## src/rtl/mdio_pkg.sv

```systemverilog
package mdio_pkg;

  typedef enum logic [1:0] {
    SEL_CTRL  = 2'd0,
    SEL_ADDR  = 2'd1,
    SEL_WDATA = 2'd2,
    SEL_RDATA = 2'd3
  } reg_sel_e;

  localparam int FRAME_LEN = 64;
  localparam int PRE_LEN   = 32;
  localparam int TA_POS    = 46;
  localparam int DATA_POS  = 48;
  localparam int DATA_W    = 16;
  localparam int FLD_W     = 5;

  localparam int CTRL_GO_BIT = 0;
  localparam int CTRL_EN_BIT = 3;
  localparam int ADDR_OP_BIT = 10;

  function automatic logic [FRAME_LEN-1:0] build_frame(
      input logic is_read, input logic [FLD_W-1:0] phy,
      input logic [FLD_W-1:0] regn, input logic [DATA_W-1:0] data);
    logic [1:0] op;
    logic [1:0] ta;
    op = is_read ? 2'b10 : 2'b01;
    ta = is_read ? 2'b11 : 2'b10;
    return {{PRE_LEN{1'b1}}, 2'b01, op, phy, regn, ta,
            (is_read ? {DATA_W{1'b1}} : data)};
  endfunction

  function automatic int half_cycles(input longint clk_hz, input longint mdc_hz);
    longint h;
    h = (clk_hz + 2 * mdc_hz - 1) / (2 * mdc_hz);
    if (h < 1) h = 1;
    return int'(h);
  endfunction

endpackage

```

## src/rtl/mdio_clk_div.sv

```systemverilog
module mdio_clk_div #(
  parameter int HALF = 20
) (
  input  logic clk,
  input  logic rst,
  input  logic run,
  output logic mdc,
  output logic rise_ev,
  output logic fall_ev
);
  localparam int CW = (HALF > 1) ? $clog2(HALF) : 1;

  logic [CW-1:0] cnt;
  logic          wrap;

  assign wrap    = run && (cnt == CW'(HALF - 1));
  assign rise_ev = wrap && !mdc;
  assign fall_ev = wrap && mdc;

  always_ff @(posedge clk) begin
    if (rst || !run) begin
      cnt <= '0;
      mdc <= 1'b0;
    end else if (wrap) begin
      cnt <= '0;
      mdc <= ~mdc;
    end else begin
      cnt <= cnt + 1'b1;
    end
  end

  assert_idle_mdc_low_R9: assert property (@(posedge clk) disable iff (rst)
    (!run && !mdc) |=> !mdc);

endmodule

```

## src/rtl/mdio_shift_engine.sv

```systemverilog
module mdio_shift_engine
  import mdio_pkg::*;
(
  input  logic              clk,
  input  logic              rst,
  input  logic              start_req,
  input  logic              is_read_i,
  input  logic [FLD_W-1:0]  phy_i,
  input  logic [FLD_W-1:0]  regn_i,
  input  logic [DATA_W-1:0] wdata_i,
  input  logic              rise_ev,
  input  logic              fall_ev,
  input  logic              mdio_in,
  output logic              busy,
  output logic              mdio_out,
  output logic              mdio_oe,
  output logic [DATA_W-1:0] rd_data
);
  localparam int IW = $clog2(FRAME_LEN);

  logic [FRAME_LEN-1:0] shreg;
  logic [IW-1:0]        bit_idx;
  logic                 is_read;
  logic [DATA_W-1:0]    rx_sh;
  logic [IW:0]          nxt_idx;
  logic                 last_bit;

  assign nxt_idx  = {1'b0, bit_idx} + 1'b1;
  assign last_bit = (bit_idx == IW'(FRAME_LEN - 1));

  always_ff @(posedge clk) begin
    if (rst) begin
      busy     <= 1'b0;
      shreg    <= '0;
      bit_idx  <= '0;
      is_read  <= 1'b0;
      mdio_out <= 1'b1;
      mdio_oe  <= 1'b0;
    end else if (!busy) begin
      if (start_req) begin
        busy     <= 1'b1;
        shreg    <= build_frame(is_read_i, phy_i, regn_i, wdata_i);
        bit_idx  <= '0;
        is_read  <= is_read_i;
        mdio_out <= 1'b1;
        mdio_oe  <= 1'b1;
      end
    end else if (fall_ev) begin
      if (last_bit) begin
        busy     <= 1'b0;
        mdio_out <= 1'b1;
        mdio_oe  <= 1'b0;
      end else begin
        bit_idx  <= nxt_idx[IW-1:0];
        shreg    <= {shreg[FRAME_LEN-2:0], 1'b0};
        mdio_out <= shreg[FRAME_LEN-2];
        mdio_oe  <= !(is_read && (nxt_idx >= (IW+1)'(TA_POS)));
      end
    end
  end

  always_ff @(posedge clk) begin
    if (rst) begin
      rx_sh   <= '0;
      rd_data <= '0;
    end else begin
      if (busy && is_read && rise_ev && (bit_idx >= IW'(DATA_POS)))
        rx_sh <= {rx_sh[DATA_W-2:0], mdio_in};
      if (busy && is_read && fall_ev && last_bit)
        rd_data <= rx_sh;
    end
  end

  assert_no_reload_R6: assert property (@(posedge clk) disable iff (rst)
    (busy && start_req && !fall_ev) |=> (busy && bit_idx == $past(bit_idx)));

  assert_release_idle_R8: assert property (@(posedge clk) disable iff (rst)
    !busy |-> !mdio_oe);

  assert_ta_release_R8: assert property (@(posedge clk) disable iff (rst)
    (busy && is_read && bit_idx >= IW'(TA_POS)) |-> !mdio_oe);

endmodule

```

## src/rtl/mdio_csr.sv

```systemverilog
module mdio_csr
  import mdio_pkg::*;
(
  input  logic              clk,
  input  logic              rst,
  input  logic [1:0]        bus_sel,
  input  logic              bus_we,
  input  logic [31:0]       bus_wdata,
  output logic [31:0]       bus_rdata,
  input  logic              busy_i,
  input  logic [DATA_W-1:0] rd_data_i,
  output logic              start_req,
  output logic              is_read_o,
  output logic [FLD_W-1:0]  phy_o,
  output logic [FLD_W-1:0]  regn_o,
  output logic [DATA_W-1:0] wdata_o
);
  localparam int AW = ADDR_OP_BIT + 1;

  logic [AW-1:0] addr_q;
  logic          en_q;
  logic          ctrl_wr;

  assign ctrl_wr   = bus_we && (bus_sel == SEL_CTRL);
  assign start_req = ctrl_wr && bus_wdata[CTRL_GO_BIT] && bus_wdata[CTRL_EN_BIT];

  assign regn_o    = addr_q[FLD_W-1:0];
  assign phy_o     = addr_q[2*FLD_W-1:FLD_W];
  assign is_read_o = addr_q[ADDR_OP_BIT];

  always_ff @(posedge clk) begin
    if (rst) begin
      addr_q  <= '0;
      wdata_o <= '0;
      en_q    <= 1'b0;
    end else if (bus_we) begin
      case (reg_sel_e'(bus_sel))
        SEL_CTRL:  en_q    <= bus_wdata[CTRL_EN_BIT];
        SEL_ADDR:  addr_q  <= bus_wdata[AW-1:0];
        SEL_WDATA: wdata_o <= bus_wdata[DATA_W-1:0];
        default:   ;
      endcase
    end
  end

  always_ff @(posedge clk) begin
    if (rst) begin
      bus_rdata <= '0;
    end else begin
      bus_rdata <= '0;
      case (reg_sel_e'(bus_sel))
        SEL_CTRL: begin
          bus_rdata[CTRL_GO_BIT] <= busy_i;
          bus_rdata[CTRL_EN_BIT] <= en_q;
        end
        SEL_ADDR:  bus_rdata[AW-1:0]     <= addr_q;
        SEL_WDATA: bus_rdata[DATA_W-1:0] <= wdata_o;
        default:   bus_rdata[DATA_W-1:0] <= rd_data_i;
      endcase
    end
  end

  assert_en_gate_R5: assert property (@(posedge clk) disable iff (rst)
    (ctrl_wr && bus_wdata[CTRL_GO_BIT] && !bus_wdata[CTRL_EN_BIT] && !busy_i)
      |=> !busy_i);

endmodule

```

## src/rtl/mdio_reg_master.sv

```systemverilog
module mdio_reg_master
  import mdio_pkg::*;
#(
  parameter longint CLK_HZ     = 100_000_000,
  parameter longint MDC_MAX_HZ = 2_500_000
) (
  input  logic        clk,
  input  logic        rst,
  input  logic [1:0]  bus_sel,
  input  logic        bus_we,
  input  logic [31:0] bus_wdata,
  output logic [31:0] bus_rdata,
  output logic        mdc,
  output logic        mdio_out,
  output logic        mdio_oe,
  input  logic        mdio_in
);
  localparam int HALF = half_cycles(CLK_HZ, MDC_MAX_HZ);

  logic              start_req, is_read, busy, rise_ev, fall_ev;
  logic [FLD_W-1:0]  phy, regn;
  logic [DATA_W-1:0] wdata, rd_data;

  mdio_csr u_csr (
    .clk(clk), .rst(rst), .bus_sel(bus_sel), .bus_we(bus_we),
    .bus_wdata(bus_wdata), .bus_rdata(bus_rdata), .busy_i(busy),
    .rd_data_i(rd_data), .start_req(start_req), .is_read_o(is_read),
    .phy_o(phy), .regn_o(regn), .wdata_o(wdata)
  );

  mdio_clk_div #(.HALF(HALF)) u_div (
    .clk(clk), .rst(rst), .run(busy), .mdc(mdc),
    .rise_ev(rise_ev), .fall_ev(fall_ev)
  );

  mdio_shift_engine u_eng (
    .clk(clk), .rst(rst), .start_req(start_req), .is_read_i(is_read),
    .phy_i(phy), .regn_i(regn), .wdata_i(wdata), .rise_ev(rise_ev),
    .fall_ev(fall_ev), .mdio_in(mdio_in), .busy(busy),
    .mdio_out(mdio_out), .mdio_oe(mdio_oe), .rd_data(rd_data)
  );

  assert_mdio_stable_high_R7: assert property (@(posedge clk) disable iff (rst)
    (mdc && $past(mdc)) |-> $stable(mdio_out));

  assert_busy_runs_mdc_R9: assert property (@(posedge clk) disable iff (rst)
    $rose(mdc) |-> busy);

endmodule

```

## config.mk

```make
export PLATFORM = sky130hd
export DESIGN_NAME = mdio_reg_master
export DESIGN_NICKNAME = d
export VERILOG_FILES = /design/src/rtl/mdio_pkg.sv /design/src/rtl/mdio_clk_div.sv /design/src/rtl/mdio_shift_engine.sv /design/src/rtl/mdio_csr.sv /design/src/rtl/mdio_reg_master.sv
export SDC_FILE = /design/constraint.sdc
export NUM_CORES = 1
export LEC_CHECK = 0
export BUFFER_PORTS_ARGS = -buffer_cell sky130_fd_sc_hd__buf_2
export CORE_MARGIN = 4
export CORE_UTILIZATION = 30
export CTS_CLUSTER_DIAMETER = 150
export DETAILED_ROUTE_END_ITERATION = 8
export HOLD_SLACK_MARGIN = 0.06
export PLACE_DENSITY = 0.51
export SYNTH_ARGS = -nofsm -noshare
export SYNTH_HDL_FRONTEND = slang
export SYNTH_SLANG_ARGS = --single-unit
```

## constraint.sdc

```tcl
create_clock -name clk -period 3.17 [get_ports clk]
set_input_delay 0.634 -clock clk [delete_from_list [all_inputs] [get_ports clk]]
set_output_delay 0.634 -clock clk [all_outputs]
set_load 0.005 [all_outputs]
```

Word level (Yosys, flattened, before mapping)
Index checks and enable logic that the tools add are counted.
Widths: inputs -> output; s select.
Word-level totals
  memory bits (read-only): 0
  bits in latches: 0
  register bits: 171
  bits in writable memories: 0
  memories: 0
  input bits: 38
Cells by class
  div/mod/pow operators: 0
  shift-type cells: 0
  $mul: 0
  muxes and demuxes: 27
  magnitude comparators: 2
  equal/unequal tests: 6
  bitwise logic cells: 2
  $add $sub $neg: 2
  reduce and logical (&&, ||, !) cells: 26
Operators with widths (count)
  $mux 63: 4
  $mux 6: 4
  $pmux 7 s3: 1
  $mux 16: 1
  $logic_and 1x1->1: 12
  $mux 1: 12
  $pmux 5 s2: 1
  $reduce_and 2->1: 5
  $add 6x1->7 const B: 1
  $ge 7x6->1 const B: 1
  $eq 6x6->1 const B: 1
  $ge 6x6->1 const B: 1
  $pmux 1 s3: 2
  $pmux 2 s3: 1
  $add 5x1->5 const B: 1
  $eq 5x5->1 const B: 1
  $reduce_or 2->1: 2
  $logic_not 1->1: 3
  $reduce_and 3->1: 1
  $eq 2x1->1 const B: 1
  $eq 2x2->1 const B: 1
  $logic_not 2->1: 1
  $mux 2: 1
  $ne 2x1->1 const B: 1
  4 further kinds: 5

Longest topological paths before layout
  depth after elaboration: 7
  depth in mapped cells: 9
  gate-level depth less buffers: 7

By module
Synthesis repeated with hierarchy kept, for this count alone.
Unflattened totals
  cell total of the unflattened synthesis: 742
  area total of the unflattened synthesis: 6573.8 um2
By module, submodules not included
  mdio_shift_engine: seq. area each 2102.0 um2, times used 1, cells each 531, area each 4332.9 um2
  mdio_csr: seq. area each 880.8 um2, times used 1, cells each 186, area each 1976.9 um2
  mdio_clk_div: seq. area each 120.1 um2, times used 1, cells each 25, area each 264.0 um2

Least setup slack after synthesis
OpenSTA, ideal clock, no wires.
  kind: register to register
  start: register u_eng.bit_idx[0]
  end: register u_eng.rd_data[10]
  setup slack: 1113 ps
  stages on the path, launching flop included: 9
  path buffers: 2
  arrival time: 1930 ps
  clock period less this slack: 2057 ps
  cell sequence: dfxtp_1 -> ha_1 -> and2_1 -> buf_2 -> nand4_1 -> nor3_4 -> buf_6 -> mux2i_1 -> nor2_1
On the way
  longest elaborated chain between the ends: 2
RTL lines
  start: declaration: line mdio_shift_engine.sv:22  | logic [IW-1:0] bit_idx;
  start signal: assignment: line mdio_shift_engine.sv:54  | bit_idx <= nxt_idx[IW-1:0];
  $eq 6x6->1: line mdio_shift_engine.sv:29  | assign last_bit = (bit_idx == IW'(FRAME_LEN - 1));
  $logic_and 1x1->1: line mdio_shift_engine.sv:69  | if (busy && is_read && fall_ev && last_bit)
  end signal: assignment: line mdio_shift_engine.sv:70  | rd_data <= rx_sh;
  end: declaration: line mdio_shift_engine.sv:17  | output logic [DATA_W-1:0] rd_data
Every way passes these cells.
A chain may end at the register's enable or synchronous reset.

Worst setup path in the final report
  start: register u_div.cnt[0]
  end: register u_eng.rx_sh[0]
On the way
  longest elaborated chain between the ends: 5
RTL lines
  start: declaration: line mdio_clk_div.sv:13  | logic [CW-1:0] cnt;
  start signal: assignment: line mdio_clk_div.sv:28  | cnt <= cnt + 1'b1;
  $eq 5x5->1: line mdio_clk_div.sv:16  | assign wrap = run && (cnt == CW'(HALF - 1));
  $logic_and 1x1->1: line mdio_clk_div.sv:16
  $logic_and 1x1->1: line mdio_clk_div.sv:17  | assign rise_ev = wrap && !mdc;
  $logic_and 1x1->1 (2 in a row): line mdio_shift_engine.sv:67  | if (busy && is_read && rise_ev && (bit_idx >= IW'(DATA_POS)))
  end signal: assignment: line mdio_shift_engine.sv:68  | rx_sh <= {rx_sh[DATA_W-2:0], mdio_in};
  end: declaration: line mdio_shift_engine.sv:24  | logic [DATA_W-1:0] rx_sh;
Every way passes these cells.

==> impl_metrics.prom <==
# TYPE chip_impl_metric gauge
chip_impl_metric{name="power_spent_charging_and_discharging_nets",unit="mW"} 0.9203
chip_impl_metric{name="total_overflow_reported_by_the_global_router",unit=""} 0
chip_impl_metric{name="finalSetupViolations",unit=""} 0
chip_impl_metric{name="maximum_clock_insertion_buffer_count",unit=""} 2
chip_impl_metric{name="pwr_density_cell",unit="mW/mm^2"} 574.7
chip_impl_metric{name="antennaDiodeCount",unit=""} 0
chip_impl_metric{name="die_h",unit="um"} 152.1
chip_impl_metric{name="core_area",unit="mm^2"} 0.02030
chip_impl_metric{name="wire_per_inst",unit="um"} 13.85
chip_impl_metric{name="total_power",unit="mW"} 4.140
chip_impl_metric{name="ioPinCount",unit=""} 73
chip_impl_metric{name="num-fill-cells",unit=""} 2158
chip_impl_metric{name="r2r_cells",unit=""} 6
chip_impl_metric{name="synth_area_per_cell",unit="um^2"} 8.774
chip_impl_metric{name="maxCapViolCount",unit=""} 0
chip_impl_metric{name="power_report.internal_total",unit="mW"} 3.219
chip_impl_info{name="startpoint",value="u_div.cnt[0]"} 1
chip_impl_metric{name="grt_start_max_net_pins",unit=""} 49
chip_impl_metric{name="numPortBuffers",unit=""} 40
chip_impl_metric{name="floorplan.initialDensity",unit=""} 0.3069
chip_impl_metric{name="power_frac_clock",unit=""} 0.478
chip_impl_info{name="crit_path_cell_trace",value="ha_1 -> and4bb_1 -> nand2_1 -> or4_1 -> mux2i_1 -> nor2_1"} 1
chip_impl_info{name="layout_commonest_cell",value="sky130_fd_sc_hd__dfxtp_1"} 1
chip_impl_metric{name="1st_iter_drt_viols",unit=""} 239
chip_impl_metric{name="required",unit="ns"} 3.47
chip_impl_metric{name="postSynth.asyncResetShare",unit=""} 0
chip_impl_metric{name="cts-resized-gates",unit=""} 0
chip_impl_metric{name="cts_inserted_buffers",unit=""} 17
chip_impl_metric{name="track_usage",unit=""} 0.1233
chip_impl_metric{name="synth_cells",unit=""} 710
chip_impl_metric{name="drt_drc_violations_left",unit=""} 0
chip_impl_metric{name="area.growth.synth_to_final",unit="%"} 15.63
chip_impl_metric{name="fp.dieArea",unit="mm^2"} 0.02314
chip_impl_metric{name="final.setup_skew",unit="ns"} 0.01356
chip_impl_metric{name="sequentialPowerShare",unit=""} 0.483
chip_impl_info{name="slowest_library_cell_on_the_worst_path",value="sky130_fd_sc_hd__or4_1"} 1
chip_impl_metric{name="place_area",unit="mm^2"} 0.006620
chip_impl_metric{name="synth_cell_types",unit=""} 49
chip_impl_metric{name="detail_route.vias_per_cell",unit=""} 4.669
chip_impl_metric{name="period_minus_slack",unit="ns"} 2.410
chip_impl_metric{name="cp_data_arrival_time",unit="ns"} 2.71
chip_impl_metric{name="cts.clk_slew.worst_paths",unit="ns"} 0.06
chip_impl_metric{name="synth_seq_cells",unit=""} 155
chip_impl_metric{name="yosysWarningCount",unit=""} 0
chip_impl_metric{name="grt_pass1_wl",unit="um"} 23510
chip_impl_metric{name="peak_fanout_along_the_critical_path",unit=""} 16
chip_impl_info{name="timing.critical_path.to",value="u_eng.rx_sh[0]"} 1
chip_impl_info{name="status",value="finished, final reports clean"} 1
chip_impl_metric{name="hold_buffers",unit=""} 0
chip_impl_metric{name="p_sw_frac",unit=""} 0.2223
chip_impl_metric{name="pwr-share-comb",unit=""} 0.039
chip_impl_metric{name="fin_setup_tns",unit="ns"} 0
chip_impl_info{name="criticalPathCategory",value="flop to flop"} 1
chip_impl_metric{name="num_rows",unit=""} 52
chip_impl_metric{name="post_cts_buffers",unit=""} 0
chip_impl_info{name="worst_r2r_startpoint",value="u_div.cnt[0]"} 1
chip_impl_info{name="synth_flop_cell",value="sky130_fd_sc_hd__dfxtp_1"} 1
chip_impl_metric{name="globalplace.congestion",unit=""} 0.7881
chip_impl_metric{name="p_leak",unit="nW"} 2.747
chip_impl_metric{name="r2r_slack",unit="ns"} 0.76
chip_impl_metric{name="die_x",unit="um"} 152.1
chip_impl_metric{name="cts-htree-levels",unit=""} 4
chip_impl_metric{name="final.hold.worst_slack",unit="ns"} 0.4467
chip_impl_metric{name="synth.cell_area",unit="mm^2"} 0.006230
chip_impl_metric{name="area_taken_by_flip_flops_and_latches",unit="mm^2"} 0.003104
chip_impl_metric{name="final_clock_period_utilization_by_the_worst_path",unit=""} 0.7602
chip_impl_metric{name="post-route-cell-area",unit="mm^2"} 0.007203
chip_impl_info{name="timing.critical_path.from_type",value="flop"} 1
chip_impl_metric{name="worst-slew-pin-transition",unit="ns"} 1.026
chip_impl_info{name="commonest_cells_after_routing_fill_and_taps_aside",value="154 x sky130_fd_sc_hd__dfxtp_1, 139 x sky130_fd_sc_hd__nor2_1, 73 x sky130_fd_sc_hd__nand2_1"} 1
chip_impl_metric{name="vias_in_the_first_global_route",unit=""} 4510
chip_impl_metric{name="multi_input_area",unit="mm^2"} 0.002808
chip_impl_metric{name="clock-sinks",unit=""} 155
chip_impl_metric{name="max-vdd-ir-drop",unit="V"} 0.0003730
chip_impl_info{name="clock_tree_from_tritoncts",value="yes"} 1
chip_impl_metric{name="slowest_delay",unit="ns"} 1.00
chip_impl_metric{name="clock_latency",unit="ns"} 0.42
chip_impl_metric{name="layout-drive-gt1-share",unit=""} 0.1413
chip_impl_metric{name="synth_edf_count",unit=""} 0
chip_impl_metric{name="dp_hpwl",unit="um"} 9032
chip_impl_info{name="grt_setup_unrepaired",value="no"} 1
chip_impl_metric{name="antenna_violating_nets_post_route",unit=""} 0
chip_impl_metric{name="slew_violations",unit=""} 0
chip_impl_metric{name="via_count",unit=""} 4730
chip_impl_metric{name="maximum_clock_frequency",unit="GHz"} 0.4150
chip_impl_metric{name="totalWireLength",unit="um"} 14030
chip_impl_metric{name="grt_antenna_before_repair",unit=""} 0
chip_impl_metric{name="endpoints_failing_hold",unit=""} 0
chip_impl_info{name="end_kind",value="flop"} 1
chip_impl_metric{name="design.final.nets",unit=""} 771
chip_impl_metric{name="detailedRoute.firstPassIterationCount",unit=""} 4
chip_impl_info{name="min_path_type",value="primary input to flop"} 1
chip_impl_info{name="r2r_end",value="u_eng.rx_sh[0]"} 1
chip_impl_metric{name="seq_area_frac_synth",unit=""} 0.4981
chip_impl_info{name="clockRootBuffer",value="sky130_fd_sc_hd__clkbuf_16"} 1
chip_impl_metric{name="slew-limit-headroom",unit=""} 0.3162
## logic make-up after synthesis
| kind of cell | count (synthesis) | share of synthesized area |
|---|---|---|
| AND/OR/NAND/NOR | 309 | 0.2205 |
| flip-flops | 155 | 0.4981 |
| AO/OA/AOI/OAI | 105 | 0.1064 |
| buffers and inverters | 74 | 0.06206 |
| multiplexers | 59 | 0.1006 |
| XOR/XNOR | 4 | 0.005625 |
| adder cells (fa/ha/maj) | 3 | 0.006026 |
| other | 1 | 0.0006020 |
## worst max-delay path: cells and delay by family, from the launching register on
kind,cells,cell delay [ns]
fa+ha+maj,1,0.21
simple gates,4,1.41
flops,1,0.35
mux,1,0.31
## sequential cells by signal, indices dropped and copies added, names as in the netlist
register / count
u_eng.shreg: 63
u_eng.rx_sh: 16
u_div.cnt: 5
u_div.mdc: 1
u_eng.rd_data: 16
u_eng.busy: 1
u_csr.en_q: 1
u_csr.wdata_o: 16
u_eng.mdio_out: 1
u_eng.is_read: 1
u_csr.bus_rdata: 16
u_eng.mdio_oe: 1
u_eng.bit_idx: 6
u_csr.addr_q: 11
## layer usage
layer / up-vias / share of wire / track usage
met5: - / 0 / 0
met2: 66 / 0.45 / 0.1882
met1: 2213 / 0.50 / 0.1701
li1: 2440 / - / -
met4: 0 / 0.013 / 0.04752
met3: 11 / 0.031 / 0.02816
## cells in the mapped netlist (all sizes together) (2+ instances only)
cell	number	share of area
dfxtp	155	0.50
nor2	139	0.084
nand2	73	0.044
a21oi	54	0.044
mux2i	48	0.077
nor3	39	0.033
buf	38	0.040
clkbuf	34	0.020
nand2b	20	0.020
nand3	15	0.012
o311ai	15	0.021
a211oi	13	0.016
a22oi	9	0.011
mux2	9	0.016
o21ai	6	0.0048
nor2b	5	0.0050
and3	3	0.0030
ha	3	0.0060
xor2	3	0.0042
a311oi	2	0.0028
a31oi	2	0.0020
inv	2	0.0012
mux4	2	0.0072
nand3b	2	0.0024
nand4b	2	0.0028
## final cells by class
| cell class | instances | area share |
|---|---|---|
| Multi-Input combinational cell | 496 | 0.3898 |
| Clock buffer | 23 | 0.06913 |
| Timing Repair Buffer | 58 | 0.05037 |
| Inverter | 2 | 0.001042 |
| Sequential cell | 155 | 0.4310 |
| Tap cell | 270 | 0.04690 |
| Clock inverter | 9 | 0.01181 |
## power groups by stage
stage               registers [mW]  clock network, mW  logic, mW
global route                  2.00               2.12      0.183
floorplan                     2.03                  0      0.126
finish                        2.00               1.98      0.163
detailed placement            2.04                  0      0.165
global placement              2.04                  0      0.165
CTS                           2.00               2.04      0.166
## worst min path at each step
stage	startpoint	slack [ns]	cells after the start	endpoint
after floorplan	u_div.cnt[0]	0.42	1	u_div.cnt[0]
after CTS	bus_wdata[12]	0.43	3	u_csr.wdata_o[12]
after detailed placement	u_div.cnt[0]	0.44	1	u_div.cnt[0]
final	bus_wdata[12]	0.45	3	u_csr.wdata_o[12]
after global routing	bus_wdata[12]	0.44	3	u_csr.wdata_o[12]
after global placement	u_div.cnt[0]	0.43	1	u_div.cnt[0]
## per-stage QoR
stage | utilization | setup WS [ns] | std cells
6_report | 0.3548 | 0.7601 | 1013
5_1_grt | 0.3548 | 0.5573 | 1013
4_1_cts | 0.3548 | 0.7386 | 1013
3_5_place_dp | 0.3261 | 0.5170 | 981
3_3_place_gp | 0.3261 | 0.5023 | 981
2_1_floorplan | - | 1.113 | 725
Note: power is estimated with default switching activity, not from simulation.
